<file path="config.mk">
export PLATFORM = sky130hd
export DESIGN_NAME = tw_frame_rx
export DESIGN_NICKNAME = d
export VERILOG_FILES = /design/src/rtl/tw_frame_rx.sv
export SDC_FILE = /design/constraint.sdc
export NUM_CORES = 1
export LEC_CHECK = 0
export BUFFER_PORTS_ARGS = -buffer_cell sky130_fd_sc_hd__buf_2
export CAP_MARGIN = 20
export CORE_MARGIN = 4
export CORE_UTILIZATION = 30
export CTS_BUF_LIST = sky130_fd_sc_hd__clkbuf_4 sky130_fd_sc_hd__clkbuf_8
export DETAILED_ROUTE_END_ITERATION = 8
export PLACE_DENSITY = 0.49
export SETUP_SLACK_MARGIN = 0.3
export SLEW_MARGIN = 20
export SYNTH_ARGS = -nofsm -noshare
export SYNTH_HDL_FRONTEND = slang
export SYNTH_SLANG_ARGS = --single-unit
</file>
<file path="constraint.sdc">
create_clock -name clk -period 4.3 [get_ports clk]
set_input_delay 0 -clock clk [delete_from_list [all_inputs] [get_ports clk]]
set_output_delay 0 -clock clk [all_outputs]
set_load 0.05 [all_outputs]
</file>
<file path="src/rtl/tw_frame_rx.sv">
module tw_frame_rx #(
  parameter int BAND_W    = 4,
  parameter int DIV_W     = 15,
  parameter int TEST_W    = 7,
  parameter int FEAT_W    = 8,
  parameter int DIV_RESET = 256
) (
  input  logic              clk,
  input  logic              rst_n,
  input  logic              bus_clk,
  input  logic              bus_data,
  input  logic              bus_en,
  output logic [BAND_W-1:0] band_q,
  output logic [DIV_W-1:0]  div_ratio,
  output logic              div_load,
  output logic              msb_clear,
  output logic [TEST_W-1:0] test_q,
  output logic [FEAT_W-1:0] feat_q
);
  localparam int BAND_END  = BAND_W;
  localparam int DIV_END   = BAND_W + DIV_W;
  localparam int SHORT_END = DIV_END - 1;
  localparam int FRAME_END = DIV_END + TEST_W + FEAT_W;
  localparam int CNT_MAX   = FRAME_END + 1;
  localparam int CNT_W     = $clog2(CNT_MAX + 1);
  localparam int TAIL_W    = TEST_W + FEAT_W;
  localparam int SR_W      = (DIV_W > TAIL_W) ? DIV_W : TAIL_W;

  logic             s_clk, p_clk, s_en, p_en, s_dat;
  logic [CNT_W-1:0] cnt;
  logic [SR_W-1:0]  shreg;

  always_ff @(posedge clk or negedge rst_n)
    if (!rst_n) {s_clk, p_clk, s_en, p_en, s_dat} <= '0;
    else        {s_clk, p_clk, s_en, p_en, s_dat} <= {bus_clk, s_clk, bus_en, s_en, bus_data};

  wire clk_rise = s_en & s_clk & ~p_clk;
  wire clk_fall = s_en & ~s_clk & p_clk;
  wire en_rise  = s_en & ~p_en;
  wire en_fall  = ~s_en & p_en;

  wire at_band  = cnt == CNT_W'(BAND_END);
  wire at_div   = cnt == CNT_W'(DIV_END);
  wire at_short = cnt == CNT_W'(SHORT_END);
  wire at_frame = cnt == CNT_W'(FRAME_END);

  always_ff @(posedge clk or negedge rst_n)
    if (!rst_n) begin
      cnt   <= '0;
      shreg <= '0;
    end else if (en_rise) begin
      cnt <= '0;
    end else if (clk_rise) begin
      if (cnt < CNT_W'(FRAME_END)) shreg <= {shreg[SR_W-2:0], s_dat};
      if (cnt < CNT_W'(CNT_MAX))   cnt   <= cnt + 1'b1;
    end

  always_ff @(posedge clk or negedge rst_n)
    if (!rst_n) begin
      band_q    <= '0;
      div_ratio <= DIV_W'(DIV_RESET);
      div_load  <= 1'b0;
      msb_clear <= 1'b0;
      test_q    <= '0;
      feat_q    <= '0;
    end else begin
      div_load  <= 1'b0;
      msb_clear <= 1'b0;
      if (clk_fall && at_band) band_q <= shreg[BAND_W-1:0];
      if (clk_fall && at_div) begin
        div_ratio <= shreg[DIV_W-1:0];
        div_load  <= 1'b1;
      end
      if (clk_fall && at_frame) begin
        test_q <= shreg[TAIL_W-1:FEAT_W];
        feat_q <= shreg[FEAT_W-1:0];
      end
      if (en_fall && at_short) begin
        div_ratio <= {1'b0, shreg[DIV_W-2:0]};
        div_load  <= 1'b1;
        msb_clear <= 1'b1;
      end
    end
endmodule


</file>
==> out/qor.csv <==
metric;value;unit
outcome;finished clean;
ys_seq_area_share;61.34;%
die_height;99.86;um
yosys_warnings;0;
grt_max_degree;63;
ctsHoldBuffers;4;
ctsResizeCount;0;
synth_xor_area_share;0;%
wl_met3;282;um
grt_pass1_vias;1493;
ioPinCount;41;
tritoncts;built;
antenna_left;0;
finalMaxSlewViolations;0;
hpwlAfterDp;2992;um
pwr_density_cell;424.0;nW/um^2
reg2reg_depth;3;
synth_fp_nets;173;
synth_top_family_by_area;multiplexers;
netlist_top_cells_area;dfrtp_1, mux2_2, mux2_4;
whs_endpoint;s_dat;
clock_path_buffers;2;
met2_length;1944;um
place_ws;2.012;ns
synth.distinct_cells;37;
drt_iter0_drc;40;
num_rows;33;
vias;1450;
die_area;9971;sq um
yosys.area.top_type_share;60.31;%
fin_cells;323;
holdWs;0.3020;ns
n_antenna_cell;0;
netlist_instances;165;
drc;0;
crit_buf_inv;0;
numCtsBuffers;9;
crit_family;compound AO/OA/AOI/OAI gates;
maxCapViolations;0;
rr_endpoint;div_ratio[2];
period_minus_slack;2.251;ns
worstMarginPinSlew;0.9010;ns
die_x;99.86;um
skew;0.009224;ns
highest_layer;met4;
max_slew_margin;39.93;%
yosys.area.top_type;dfrtp_1;
avgSynthCellArea;15.34;sq um
leakage;1.601;nW
dpl_cell_area;2803;sq um
wl;4601;um
drt-vias-per-instance;4.489;
fin_crit_sh;52.36;%
synth_fa_ha_area_share;1.483;%
peakVddDrop;0.0001845;V
fin_area;3084;sq um
cp-start-kind;register;
path_cells;or4b_4 -> a21oi_2 -> mux2_2;
drive_gt1_share;50.46;%
wire_per_inst;14.24;um
max_stage_delay;0.67;ns
grt_usage;10.27;%
hold_viol;0;
dp.cells;303;
hp-start;bus_data;
drt-met1-wl;2276;um
grt_pass1_wl;7728;um
rr_startpoint;cnt[3];
grt_antenna_before_repair;0;
setup_viol;0;
crit_path_end_kind;register;
crit_path_max_fanout;16;
worst_skew_pair.late_latency;0.34;ns
critPathRequiredTime;4.52;ns
htreeDepth;3;
hold_depth;2;
start_util;30.81;%
synth_seq_cells;62;
rsz0062_at_grt;false;
synthMuxAreaShare;23.23;%
synth_area;2531;sq um
drt-pass1-iter-count;4;
worst_slack;2.049;ns
slowest_stage;a21oi_2;
holdCritPathClass;primary input to register;
finalSetupTns;0;ns
arrival;2.47;ns
fmax;444.2;MHz
cts_setup_buffers;0;
r2r_slack;2.05;ns
synth-compound-area-share;3.707;%
area_growth;21.85;%
yosys.area_share.simple;7.118;%
gp_congestion;0.7496;
clk_pin_slew;0.07;ns
portBuffers;40;
core_area;8217;sq um
critPathKind;register to register;
gr-total-overflow;0;
nNetsFinal;221;
clkSinkCount;62;
root_buffer;clkbuf_8;
[layout by cell type (no fill, tap or decap), types with 2 or more instances in the layout]
master and instances:
nand2_1 4, clkbuf_8 9, dlygate4sd3_1 4, nand3b_1 3, nand4b_1 2, bufinv_16 3, nor3_1 2, nor4b_1 2
mux2_4 10, nand2b_1 2, clkbuf_4 3, nor2b_1 2, dfrtp_1 61, ha_1 3, o21ai_0 3, mux2_2 38
inv_1 3, buf_2 40, a21oi_1 3, or3_1 2
[logic make-up (layout without fill, tap and decap cells)]
kind of cell             count (synthesis)  after routing
AO/OA/AOI/OAI                           13             13
adder cells (fa/ha/maj)                  3              3
buffers and inverters                   11             64
flip-flops                              62             62
multiplexers                            49             49
AND/OR/NAND/NOR                         27             27
[where the power goes]
group	switching [mW]	internal, mW
registers	0.0283	0.605
clock network	0.215	0.404
logic	0.0252	0.0304
total	0.269	1.04
[worst max path at each step]
stage | start | to | cells past startpoint
6_report | cnt[3] | div_ratio[2] | 3
5_1_grt | cnt[2] | div_ratio[7] | 3
4_1_cts | cnt[2] | div_ratio[12] | 3
3_5_place_dp | cnt[2] | div_ratio[12] | 3
3_3_place_gp | cnt[2] | div_ratio[9] | 3
2_1_floorplan | cnt[2] | div_ratio[10] | 5
[cells in the mapped netlist]
cell type and number:
mux2_2 38, o21ai_0 3, or3b_1 1, ha_1 3
buf_6 2, nand2_1 4, nor4b_1 2, o41a_2 1
and4_1 1, buf_12 1, mux2i_1 1, and2_0 1
mux2_4 10, or3_2 1, buf_4 1, buf_2 2
nor2_1 1, nand4_1 1, nand3_1 1, or4b_4 1
nand2b_1 2, o211ai_1 1, dfrtp_1 61, clkbuf_1 2
nor3_1 2, o31ai_1 1, nand3b_1 3, dfstp_2 1
nor2b_1 2, o32ai_1 1, nand4b_1 2, inv_1 3
o21a_1 1, a21oi_1 3, or3_1 2, a21oi_2 1
o41a_1 1
[metal layers]
layer | GRT usage (%) | up-vias
met2 | 14.06 | 36
met5 | 0 | -
met3 | 4.656 | 7
met4 | 5.042 | 0
met1 | 13.68 | 716
li1 | - | 691
[state kept, by name (all words and copies together), names as in the netlist]
name,flops
feat_q,8
p_en,1
test_q,7
band_q,4
msb_clear,1
div_load,1
shreg,15
s_dat,1
p_clk,1
cnt,6
div_ratio,15
s_clk,1
s_en,1
[per-stage QoR]
step / util [%] / total power, mW
4_1_cts: 37.54 / 1.330
5_1_grt: 37.54 / 1.370
2_1_floorplan: - / 0.6696
6_report: 37.54 / 1.308
3_3_place_gp: 34.11 / 0.6974
3_5_place_dp: 34.11 / 0.6969
[final cells by class]
cell class                 instances  area, sq um
clock buffer                      12        146.4
clock inverter                     4        95.09
fill                             806         5132
inverter                           3        11.26
multi-input combinational         92        899.6
sequential                        62         1553
tap                              105        131.4
timing repair buffer              45        247.7
Note: power is estimated with default switching activity, not from simulation.
